===== src/rtl/lmm_pkg.sv =====
package lmm_pkg;

  localparam logic [1:0] HDR_CTRL = 2'b10;
  localparam int unsigned ID_W = 24;

  // Interleaved parity of one 66-bit block.
  function automatic logic [7:0] blk_parity(input logic [1:0] hdr, input logic [63:0] d);
    logic [7:0] p;
    p = '0;
    for (int k = 0; k < 8; k++) p = p ^ d[8*k +: 8];
    p[3] = p[3] ^ hdr[0];
    p[4] = p[4] ^ hdr[1];
    return p;
  endfunction

  // Marker shape: control header, upper half the inverse of the lower half.
  function automatic logic marker_shape(input logic [1:0] hdr, input logic [63:0] d);
    return (hdr == HDR_CTRL) && (d[63:32] == ~d[31:0]);
  endfunction

endpackage


===== src/rtl/lmm_match.sv =====
module lmm_match
  import lmm_pkg::*;
#(
  parameter int unsigned LANES = 4,
  parameter int unsigned IDX_W = 2
) (
  input  logic [1:0]          hdr_i,
  input  logic [63:0]         data_i,
  input  logic [LANES*ID_W-1:0] table_i,
  output logic                is_mk_o,
  output logic [IDX_W-1:0]    hit_idx_o
);

  logic [LANES-1:0] eq;
  logic             shape_ok;

  assign shape_ok = marker_shape(hdr_i, data_i);

  for (genvar k = 0; k < LANES; k++) begin : g_entry
    assign eq[k] = (data_i[ID_W-1:0] == table_i[k*ID_W +: ID_W]);
  end

  always_comb begin
    hit_idx_o = '0;
    for (int k = LANES - 1; k >= 0; k--) begin
      if (eq[k]) hit_idx_o = IDX_W'(k);
    end
  end

  assign is_mk_o = shape_ok && (|eq);

endmodule


===== src/rtl/lmm_bip.sv =====
module lmm_bip
  import lmm_pkg::*;
(
  input  logic        clk,
  input  logic        rst_n,
  input  logic        en_i,
  input  logic        restart_i,
  input  logic [1:0]  hdr_i,
  input  logic [63:0] data_i,
  output logic [7:0]  acc_o
);

  logic [7:0] acc_q, acc_d, blk_p;

  assign blk_p = blk_parity(hdr_i, data_i);

  always_comb begin
    acc_d = acc_q;
    if (en_i) acc_d = restart_i ? blk_p : (acc_q ^ blk_p);
  end

  always_ff @(posedge clk or negedge rst_n) begin
    if (!rst_n) acc_q <= '0;
    else        acc_q <= acc_d;
  end

  assign acc_o = acc_q;

endmodule


===== src/rtl/lmm_track.sv =====
module lmm_track #(
  parameter int unsigned IDX_W = 2,
  parameter int unsigned GAP_W = 16,
  parameter int unsigned ERR_RUN = 4
) (
  input  logic             clk,
  input  logic             rst_n,
  input  logic             lock_i,
  input  logic             vld_i,
  input  logic             is_mk_i,
  input  logic [IDX_W-1:0] hit_idx_i,
  input  logic [7:0]       mk_bip_i,
  input  logic [7:0]       acc_i,
  input  logic [GAP_W-1:0] gap_m1_i,
  output logic             restart_o,
  output logic             synced_o,
  output logic             demux_o,
  output logic [IDX_W-1:0] lane_o,
  output logic             len_o,
  output logic             rep_o,
  output logic             mf_o,
  output logic [7:0]       bip_o
);

  localparam int unsigned CNT_W = GAP_W + 1;
  localparam int unsigned RUN_W = $clog2(ERR_RUN + 1);

  logic             synced_q, synced_d, demux_q, demux_d;
  logic [IDX_W-1:0] lane_q, lane_d;
  logic [CNT_W-1:0] cnt_q, cnt_d, due_lim;
  logic [RUN_W-1:0] run_q, run_d;
  logic             len_q, len_d, rep_q, rep_d, mf_q, mf_d;
  logic [7:0]       bip_q, bip_d;
  logic             due, good;

  assign due_lim   = CNT_W'(gap_m1_i) + CNT_W'(1);
  assign due       = synced_q && (cnt_q == due_lim);
  assign good      = is_mk_i && (hit_idx_i == lane_q);
  assign restart_o = vld_i && lock_i && (is_mk_i || due);

  always_comb begin
    synced_d = synced_q;
    demux_d  = demux_q;
    lane_d   = lane_q;
    cnt_d    = cnt_q;
    run_d    = run_q;
    len_d    = len_q;
    rep_d    = rep_q;
    mf_d     = 1'b0;
    bip_d    = '0;
    if (!lock_i) begin
      synced_d = 1'b0;
      demux_d  = 1'b0;
      cnt_d    = '0;
      run_d    = '0;
      len_d    = 1'b0;
      rep_d    = 1'b0;
    end else if (vld_i) begin
      if (!synced_q) begin
        if (is_mk_i) begin
          synced_d = 1'b1;
          demux_d  = 1'b1;
          lane_d   = hit_idx_i;
          cnt_d    = '0;
          run_d    = '0;
          rep_d    = 1'b0;
        end
      end else if (due || is_mk_i) begin
        cnt_d = '0;
        if (due && good) begin
          run_d = '0;
          len_d = 1'b0;
          rep_d = 1'b0;
          bip_d = acc_i ^ mk_bip_i;
        end else begin
          if (due) mf_d  = 1'b1;
          else     len_d = 1'b1;
          if (run_q == RUN_W'(ERR_RUN - 1)) begin
            rep_d    = 1'b1;
            synced_d = 1'b0;
            demux_d  = 1'b0;
            run_d    = '0;
          end else begin
            run_d = run_q + RUN_W'(1);
          end
        end
      end else begin
        cnt_d = cnt_q + CNT_W'(1);
      end
    end
  end

  always_ff @(posedge clk or negedge rst_n) begin
    if (!rst_n) begin
      synced_q <= 1'b0;
      demux_q  <= 1'b0;
      lane_q   <= '0;
      cnt_q    <= '0;
      run_q    <= '0;
      len_q    <= 1'b0;
      rep_q    <= 1'b0;
      mf_q     <= 1'b0;
      bip_q    <= '0;
    end else begin
      synced_q <= synced_d;
      demux_q  <= demux_d;
      lane_q   <= lane_d;
      cnt_q    <= cnt_d;
      run_q    <= run_d;
      len_q    <= len_d;
      rep_q    <= rep_d;
      mf_q     <= mf_d;
      bip_q    <= bip_d;
    end
  end

  assign synced_o = synced_q;
  assign demux_o  = demux_q;
  assign lane_o   = lane_q;
  assign len_o    = len_q;
  assign rep_o    = rep_q;
  assign mf_o     = mf_q;
  assign bip_o    = bip_q;

  // loss of block lock clears sync and held flags on the next edge
  a_r2_lock_clears: assert property (@(posedge clk) disable iff (!rst_n)
    !lock_i |=> (!synced_q && !len_q && !rep_q));

  // while synced the interval count never passes the due slot
  a_r4_cnt_bound: assert property (@(posedge clk) disable iff (!rst_n)
    synced_q |-> (cnt_q <= due_lim));

  // a bad-slot pulse is never followed by another on the next cycle
  a_r5_mf_single: assert property (@(posedge clk) disable iff (!rst_n)
    mf_q |=> !mf_q);

  // the repeat flag only rises together with loss of sync
  a_r7_rep_drops_sync: assert property (@(posedge clk) disable iff (!rst_n)
    $rose(rep_q) |-> (!synced_q && !demux_q));

  // a parity report only appears while the lane stays synced
  a_r8_bip_needs_sync: assert property (@(posedge clk) disable iff (!rst_n)
    (|bip_q) |-> synced_q);

  // the logical lane number holds while sync is kept
  a_r9_lane_hold: assert property (@(posedge clk) disable iff (!rst_n)
    (synced_q && $past(synced_q)) |-> $stable(lane_q));

endmodule


===== src/rtl/lane_marker_monitor.sv =====
module lane_marker_monitor
  import lmm_pkg::*;
#(
  parameter int unsigned LANES = 4,
  parameter int unsigned GAP_W = 16,
  parameter int unsigned IDX_W = (LANES > 1) ? $clog2(LANES) : 1
) (
  input  logic                     clk,
  input  logic                     rst_n,
  input  logic                     blk_lock,
  input  logic                     blk_vld,
  input  logic [1:0]               blk_hdr,
  input  logic [63:0]              blk_data,
  input  logic [GAP_W-1:0]         mk_gap_m1,
  input  logic [LANES*ID_W-1:0]    mk_table,
  output logic                     lane_synced,
  output logic                     lane_demuxed,
  output logic [IDX_W-1:0]         lane_num,
  output logic                     len_err,
  output logic                     rep_err,
  output logic                     mf_err,
  output logic [7:0]               bip_err
);

  logic             rst_meta_q, rst_sync_q;
  logic             is_mk, restart;
  logic [IDX_W-1:0] hit_idx;
  logic [7:0]       acc;

  // Asynchronous assertion, synchronous release.
  always_ff @(posedge clk or negedge rst_n) begin
    if (!rst_n) begin
      rst_meta_q <= 1'b0;
      rst_sync_q <= 1'b0;
    end else begin
      rst_meta_q <= 1'b1;
      rst_sync_q <= rst_meta_q;
    end
  end

  lmm_match #(.LANES(LANES), .IDX_W(IDX_W)) u_match (
    .hdr_i     (blk_hdr),
    .data_i    (blk_data),
    .table_i   (mk_table),
    .is_mk_o   (is_mk),
    .hit_idx_o (hit_idx)
  );

  lmm_bip u_bip (
    .clk       (clk),
    .rst_n     (rst_sync_q),
    .en_i      (blk_vld),
    .restart_i (restart),
    .hdr_i     (blk_hdr),
    .data_i    (blk_data),
    .acc_o     (acc)
  );

  lmm_track #(.IDX_W(IDX_W), .GAP_W(GAP_W), .ERR_RUN(4)) u_track (
    .clk       (clk),
    .rst_n     (rst_sync_q),
    .lock_i    (blk_lock),
    .vld_i     (blk_vld),
    .is_mk_i   (is_mk),
    .hit_idx_i (hit_idx),
    .mk_bip_i  (blk_data[31:24]),
    .acc_i     (acc),
    .gap_m1_i  (mk_gap_m1),
    .restart_o (restart),
    .synced_o  (lane_synced),
    .demux_o   (lane_demuxed),
    .lane_o    (lane_num),
    .len_o     (len_err),
    .rep_o     (rep_err),
    .mf_o      (mf_err),
    .bip_o     (bip_err)
  );

  // a demuxed lane is always a synced lane
  a_r3_demux_implies_sync: assert property (@(posedge clk) disable iff (!rst_sync_q)
    lane_demuxed |-> lane_synced);

endmodule


===== config.mk =====
export PLATFORM = sky130hd
export DESIGN_NAME = lane_marker_monitor
export DESIGN_NICKNAME = d
export VERILOG_FILES = /design/src/rtl/lmm_pkg.sv /design/src/rtl/lmm_match.sv /design/src/rtl/lmm_bip.sv /design/src/rtl/lmm_track.sv /design/src/rtl/lane_marker_monitor.sv
export SDC_FILE = /design/constraint.sdc
export NUM_CORES = 1
export LEC_CHECK = 0
export CORE_MARGIN = 1.5
export CORE_UTILIZATION = 41
export DETAILED_ROUTE_END_ITERATION = 16
export MAX_ROUTING_LAYER = met4
export PLACE_DENSITY = 0.91
export SKIP_CTS_REPAIR_TIMING = 1
export SLEW_MARGIN = 20
export SYNTH_ARGS = -nofsm -noshare
export SYNTH_HDL_FRONTEND = slang
export SYNTH_SLANG_ARGS = --single-unit
export TNS_END_PERCENT = 30

===== constraint.sdc =====
create_clock -name clk -period 1.3 [get_ports clk]
set_input_delay 0.325 -clock clk [delete_from_list [all_inputs] [get_ports clk]]
set_output_delay 0.325 -clock clk [all_outputs]
set_load 0.03 [all_outputs]

==> results of run 1 <==
-- layer usage --
layer,global-route usage (%),overflow
met1,54.9,0
met2,84.8,5
met3,39.3,0
met4,65.7,10
met5,-,-
-- logic make-up after synthesis --
group / after synthesis
xor gates and xnor gates: 191
and+or+nand+nor: 187
AOI/OAI and AO/OA: 86
buffers and inverters: 55
DFF: 45
adders and majority gates: 3
other: 1
muxes: 1
-- through the flow --
stage               hold slack [ns]  TNS (ns)  setup WS, ns  cell area [um^2]
floorplan                    0.0294    -40.74        -0.996              5230
global placement              0.240    -77.82         -1.94              8310
detailed placement            0.241    -84.62         -2.19              8310
CTS                           0.199    -72.86         -1.89              8500
==> summary.txt, run 1 <==
Die
  – Die height: 112 um
  – Row count: 39
  – Num ports: 197
  – Die Wd: 112 um
  – Initial Utilization: 42.4%

Status
  – Log Error: [ERROR GRT-0232] Routing congestion too high. Check the congestion heatmap in the GUI.
  – Failing step: global routing (5_1_grt)
  – Outcome: stopped before the end

Logic synthesis
  – Post-Synth XOR/XNOR Area: 34.5%
  – Post-synthesis mux area share: 0.204%
  – Post-Synth Simple-Gate Area: 21.4%
  – Synth Warn #: 0
  – Synth Flop Type: dfrtp_1
  – EDFF count, synth: 0
  – Synth top area cells: dfrtp_1 23%, xnor2_1 22%, xor2_1 12%, nor4_1 4.3%, nand4_1 2.8%
  – Compound-Gate Fraction of Synth Area: 13.9%
  – Largest family of logic cells by synthesized area: XOR/XNOR gates
  – Flops & latches, synth: 45
  – Most common cell in the netlist: xnor2_1
  – Post-synth design cell area: 0.00491 mm^2
  – Synth Area in Adders: 0.765%
  – Syn Area/Cell: 8.62 um^2
  – List of most frequent post-synthesis cells: 124 x xnor2_1, 65 x xor2_1, 45 x dfrtp_1
  – Post-synth ARST share: 100%
  – Share of the synthesized area in the top cell type: 23.0%
  – Synth Instances: 569
  – Synth area leader: dfrtp_1
  – Synth cell types: 68
  – Sequential fraction of the synthesis area: 23.0%
  – Synth Net Count: 754

Place
  – Hpwl dp: 17000 um
  – Number of port buffers: 196
  – Placed insts: 1036
  – GPL Wtd Cong: 0.959

GRT
  – Global route total overflow: 15
  – Pin count of the biggest net entering global routing: 44
  – GRT Overall Usage: 61.7%

STA
  – Worst_ep grt: u_track.cnt_q[16]$_DFFE_PN0P_/D
  – Worst End Pin Type: register data pin

Clock tree
  – Htree depth: 2
  – Root Driver: clkbuf_16
  – CTS buffer count: 5
  – Clock Path Buffers: 2
  – Clk sinks: 45
==> run 2: changes to the inputs <==
- CORE_UTILIZATION: 41 -> 37
- MAX_ROUTING_LAYER: met4 -> not set
- PLACE_DENSITY: 0.91 -> not set
- PLACE_DENSITY_LB_ADDON: not set -> 0.15
- clock period: 1.3 -> 1.7 ns (I/O delays scaled with it)
==> summary.txt, run 2 <==
Status
  – Outcome: finished with violations
  – Failing checks: setup timing

Final layout
  – Net count, final: 1106
  – Layout filler cell count: 847
  – Commonest non-fill, non-tap cell in the layout: buf_4
  – Area delta synth->final: 96.8%
  – Register name with the most flops: u_track.cnt_q
  – Design Area, Final: 0.00965 mm^2
  – Most frequent cells in the layout: 168 x buf_4, 153 x dlymetal6s2s_1, 83 x xnor2_1, 59 x xor2_1, 44 x dfrtp_1
  – Max reg flops: 17
  – Layout cell share with drive strength beyond 1: 37.5%
  – Fin util: 75.6%

STA
  – Worst Skew: 0.00818 ns
  – Slew at the pin closest to its max-slew limit: 0.550 ns
  – Slew Limit Headroom: 63.3%
  – Max Freq: 367 MHz
  – Hold Vio Cnt, Final: 0
  – RSZ-0062 raised after global routing: true
  – Final Max Tran Viols: 0
  – Min Tclk post-route: 2.73 ns
  – Setup violations, final: 43
  – Setup_tns: -37.75 ns
  – Fin crit share: 160%
  – Worst hold margin: 0.290 ns
  – Worst setup margin: -1.03 ns

Logic synthesis
  – Synth top area cells: dfrtp_1 23%, xnor2_1 22%, xor2_1 12%, nor4_1 4.3%, nand4_1 2.8%
  – EDFF count, synth: 0 (unchanged)
  – Largest family of logic cells by synthesized area: XOR/XNOR gates
  – Post-Synth XOR/XNOR Area: 34.5% (unchanged)
  – Compound-Gate Fraction of Synth Area: 13.9% (unchanged)
  – Post-Synth Simple-Gate Area: 21.4% (unchanged)
  – Syn Area/Cell: 8.62 um^2 (unchanged)
  – Most common cell in the netlist: xnor2_1
  – Post-synthesis mux area share: 0.204% (unchanged)
  – Synth Warn #: 0 (unchanged)
  – Post-synth ARST share: 100% (unchanged)
  – Synth Instances: 569 (unchanged)
  – List of most frequent post-synthesis cells: 124 x xnor2_1, 65 x xor2_1, 45 x dfrtp_1
  – Synth Flop Type: dfrtp_1
  – Sequential fraction of the synthesis area: 23.0% (unchanged)
  – Share of the synthesized area in the top cell type: 23.0% (unchanged)
  – Synth Net Count: 754 (unchanged)
  – Synth Area in Adders: 0.765% (unchanged)
  – Flops & latches, synth: 45 (unchanged)
  – Synth area leader: dfrtp_1
  – Synth cell types: 68 (unchanged)
  – Post-synth design cell area: 0.00491 mm^2 (unchanged)

Worst setup path
  – CP Data Arrival Time: 2.95 ns
  – WP data required: 1.92 ns
  – Crit. End Element: flop
  – CP startpoint kind: input port
  – CP Max Fanout: 7
  – WS Path Type: input port to flop

Drt
  – DRT iter0 DRCs: 249
  – Post-DRT Antenna Nets: 0
  – Vias per inst: 5.24
  – Routed WL: 20100 um
  – DR vias: 5759
  – Max Used Layer: met4
  – WL/cell: 18.3 um
  – DRT Pass-1 Iters: 4
  – DR WL met3: 960 um
  – DRC: 0
  – M1 WL: 7090 um
  – Met2 WL: 11100 um

GRT
  – Vias in the first global route: 5753
  – Global route total overflow: 0
  – First-pass GRT wire length: 28100 um
  – Pin count of the biggest net entering global routing: 44
  – Initial antenna violation count: 5
  – GRT Overall Usage: 25.3%

Die
  – Die Wd: 118 um (+5.1%)
  – Row count: 41 (+5.1%)
  – Core Area: 0.0128 mm^2
  – Num ports: 197 (unchanged)
  – DIE AREA: 0.0140 mm^2
  – Die height: 118 um (+5.1%)
  – Initial Utilization: 38.4% (-4.0 points)

Hold path
  – HP Class: input port to asynchronous set/reset pin

Place
  – GPL Wtd Cong: 0.950 (-0.96%)
  – Area post-placement: 0.00817 mm^2 (-1.6%)
  – Hpwl dp: 15700 um (-7.7%)
  – Number of port buffers: 196 (unchanged)
  – Pre-CTS setup slack: -1.69 ns (+0.492 ns)

Clock tree
  – CTS tree: done
  – Reg clk slew, reported paths: 0.06 ns
  – CTS buffer count: 5 (unchanged)
  – Clock Latency Late Sink: 0.29 ns
  – Clock Path Buffers: 2 (unchanged)
  – Root Driver: clkbuf_16
  – Htree depth: 2 (unchanged)
  – Clk sinks: 45 (unchanged)

Power and ir drop
  – Pwr per Cell Area: 445 mW/mm^2
  – Peak VDD IR: 0.428 mV
  – P_leak: 5.27 nW

Flow run
  – Max Cap Viol: 0
-- run 2: cell counts after synthesis --
No cell type changed its count.
-- run 2: cell type report --
| type | count | area [um^2] | area share (%) |
|---|---|---|---|
| multi-input cells | 471 | 4310 | 44.6 |
| well taps | 172 | 215 | 2.23 |
| repair buffers | 386 | 3790 | 39.3 |
| inverters | 12 | 45.0 | 0.467 |
| clock buffers | 6 | 139 | 1.44 |
| flip-flops and latches | 45 | 1130 | 11.7 |
| clock inverters | 2 | 13.8 | 0.143 |
| diodes | 5 | 12.5 | 0.130 |
-- run 2: where the power goes --
| part | total, mW | internal [mW] | switching, mW |
|---|---|---|---|
| sequential | 1.28 | 1.18 | 0.104 |
| combinational | 2.01 | 1.15 | 0.860 |
| clock | 1.00 | 0.585 | 0.415 |
| total | 4.30 | 2.92 | 1.38 |
-- run 2: critical path, cell delays in order --
cell and delay [ns]:
buf_6 0.09, buf_8 0.13, buf_6 0.11, xor2_1 0.16, nor4_1 0.32, nand4_1 0.27
nor2_1 0.22, o41a_1 0.28, o2111ai_4 0.23, or4_4 0.58, a21oi_2 0.12
-- run 2: worst paths after layout --
check                                     to  slack [ns]        startpoint  depth (start not counted)
min in group clk                  rst_sync_q        0.36        rst_meta_q                          0
setup reg to reg            u_track.bip_o[3]       -0.59  u_track.cnt_q[9]                          7
setup / recovery           u_track.cnt_q[16]       -1.03      blk_data[17]                         11
max in group asynchronous   u_track.bip_o[0]        0.98        rst_sync_q                          1
hold reg to reg             u_track.bip_o[6]        0.32        rst_sync_q                          1
hold / removal                    rst_meta_q        0.29             rst_n                          1
-- run 2: logic make-up after synthesis --
family / Yosys count
xor gates and xnor gates: 191
and+or+nand+nor: 187
AOI/OAI and AO/OA: 86
buffers and inverters: 55
DFF: 45
adders and majority gates: 3
other: 1
muxes: 1
-- run 2: per-layer routing --
metal	global-route usage [%]	up-vias
li1	-	2726
met1	25.8	2723
met2	50.5	240
met3	3.57	70
met4	10.7	0
met5	0	-
-- run 2: through the flow --
stage          instances  total power [mW]
4_1_cts             1068              4.14
3_5_place_dp        1060              3.14
6_report            1099              4.30
3_3_place_gp        1060              3.11
2_1_floorplan        569              2.25
5_1_grt             1097              4.49
Power figures use the tool's default switching activity.
==> run 3: changes to the inputs <==
- DONT_BUFFER_PORTS: not set -> 1
==> summary.txt, run 3 (synthesis results as in run 2) <==
Worst setup path
  – CP startpoint kind: input port
  – Crit. End Element: flop
  – Reg2reg setup slack: -0.63 ns (-0.04 ns)
  – CP Max Fanout: 7 (unchanged)
  – Reg2reg end: u_track.bip_o[6]
  – CP Data Arrival Time: 2.62 ns (-0.33 ns)
  – Reg2reg start: u_track.cnt_q[4]
  – WS Path Type: input port to flop
  – Worst Setup EP: u_track.cnt_q[14]
  – WP data required: 1.92 ns (about the same)
  – Worst reg2reg path depth: 9 (+2)
  – CP Launch Point: blk_data[22]

GRT
  – Pin count of the biggest net entering global routing: 44 (unchanged)
  – Vias in the first global route: 4503 (-22%)
  – First-pass GRT wire length: 23500 um (-16%)
  – Initial antenna violation count: 0 (-5)
  – GRT Overall Usage: 21.4% (-3.9 points)
  – Global route total overflow: 0 (unchanged)

Clock tree
  – Clock Path Buffers: 2 (unchanged)
  – Clk sinks: 45 (unchanged)
  – Reg clk slew, reported paths: 0.07 ns (about the same)
  – Root Driver: clkbuf_16
  – Htree depth: 2 (unchanged)
  – Clock Latency Late Sink: 0.29 ns (about the same)
  – CTS tree: done
  – CTS buffer count: 5 (unchanged)

Final layout
  – Most frequent cells in the layout: 113 x xnor2_1, 105 x buf_4, 62 x xor2_1, 44 x dfrtp_1, 29 x nand2_1
  – Ant diodes: 0 (-5)
  – Commonest non-fill, non-tap cell in the layout: xnor2_1
  – Area delta synth->final: 29.5%
  – Design Area, Final: 0.00635 mm^2 (-34%)
  – Max reg flops: 17 (unchanged)
  – Net count, final: 831 (-25%)
  – Fin cells: 819 (-25%)
  – Layout cell share with drive strength beyond 1: 31.1% (-6.5 points)
  – Fin util: 49.7% (-26 points)
  – Register name with the most flops: u_track.cnt_q

Die
  – Initial Utilization: 38.4% (unchanged)
  – Row count: 41 (unchanged)
  – Num ports: 197 (unchanged)
  – Die Wd: 118 um (unchanged)
  – Core Area: 0.0128 mm^2 (unchanged)
  – Die height: 118 um (unchanged)
  – DIE AREA: 0.0140 mm^2 (unchanged)

STA
  – Worst hold margin: 0.258 ns (-0.0325 ns)
  – Slew Limit Headroom: 63.6% (+0.27 points)
  – Max Freq: 417 MHz (+14%)
  – Final Max Tran Viols: 0 (unchanged)
  – Min Tclk post-route: 2.40 ns (-0.329 ns)
  – Hold Vio Cnt, Final: 0 (unchanged)
  – Worst setup margin: -0.697 ns (+0.329 ns)
  – Setup_tns: -24.78 ns (+12.97 ns)
  – Setup violations, final: 43 (unchanged)
  – Slew at the pin closest to its max-slew limit: 0.546 ns (-0.00408 ns)
  – Fin crit share: 141% (-19 points)
  – Worst Skew: 0.00689 ns (-0.00129 ns)
  – RSZ-0062 raised after global routing: true

Drt
  – DR vias: 4394 (-24%)
  – WL/cell: 18.8 um (+2.7%)
  – Post-DRT Antenna Nets: 0 (unchanged)
  – Vias per inst: 5.37 (+2.4%)
  – DRT Pass-1 Iters: 4 (unchanged)
  – DRT iter0 DRCs: 170 (-32%)
  – Routed WL: 15400 um (-23%)
  – DRC: 0 (unchanged)

Hold path
  – HP Class: input port to flop
  – Hold path depth: 2

Place
  – Number of port buffers: 0 (-100%)
  – Hpwl dp: 13200 um (-16%)
  – Placed insts: 799 (-25%)
  – Area post-placement: 0.00574 mm^2 (-30%)
  – GPL Wtd Cong: 0.916 (-3.6%)

Status
  – Outcome: finished with violations
  – Failing checks: setup timing

Flow run
  – Max Cap Viol: 0 (unchanged)

Power and ir drop
  – Pwr per Cell Area: 594 mW/mm^2 (+34%)
  – Peak VDD IR: 0.377 mV (-12%)
  – P_leak: 2.39 nW (-55%)
-- run 3: cell count changes in the layout (fill, tap and decap cells not counted), moves of 4 or more --
cell,before,now
buf_4,168,105
buf_6,23,5
clkbuf_2,13,0
clkdlybuf4s50_1,28,0
diode_2,5,0
dlymetal6s2s_1,153,0
nor2_1,33,28
nor4_1,13,20
nor4_4,9,3
xnor2_1,83,113
xnor2_2,41,10
xor2_2,6,2
-- run 3: layer usage --
metal  vias up  track usage, %  wire [um]
met2       159            41.2       8370
li1       2154               -          -
met4         0            9.68        586
met1      2050            22.4       5750
met3        31            3.52        687
met5         -               0          0
-- run 3: layout make-up --
class,count,area (um^2)
fill,1195,6420
multi-input combinational,470,3900
sequential,45,1130
timing repair buffer,112,875
tap,172,215
clock buffer,5,125
clock inverter,3,65.1
inverter,12,45.0
-- run 3: worst max-delay path, cell delays in order --
cell and delay, ns:
xnor2_4 0.14, nor4_2 0.27, nand4_1 0.17, nor4_2 0.36, o41a_1 0.33, o2111ai_4 0.23
buf_6 0.18, or3_4 0.35, a21oi_2 0.14
-- run 3: power breakdown --
part / leakage, nW / internal (mW) / switching, mW
registers: 0.600 / 1.18 / 0.100
logic: 1.70 / 0.701 / 0.544
clock network: 0.0938 / 0.839 / 0.415
-- run 3: worst min-delay path by stage --
stage	end	from
after global routing	u_track.synced_o	blk_lock
final	u_track.synced_o	blk_lock
after global placement	rst_meta_q	rst_n
after floorplan	rst_meta_q	rst_n
after CTS	rst_sync_q	rst_n
after detailed placement	rst_meta_q	rst_n
-- run 3: stage by stage --
step | power (mW) | setup WS, ns
after floorplan | 2.25 | -0.696
after global placement | 2.47 | -1.12
after detailed placement | 2.48 | -1.15
after CTS | 3.75 | -0.870
after global routing | 3.98 | -0.813
final | 3.78 | -0.697
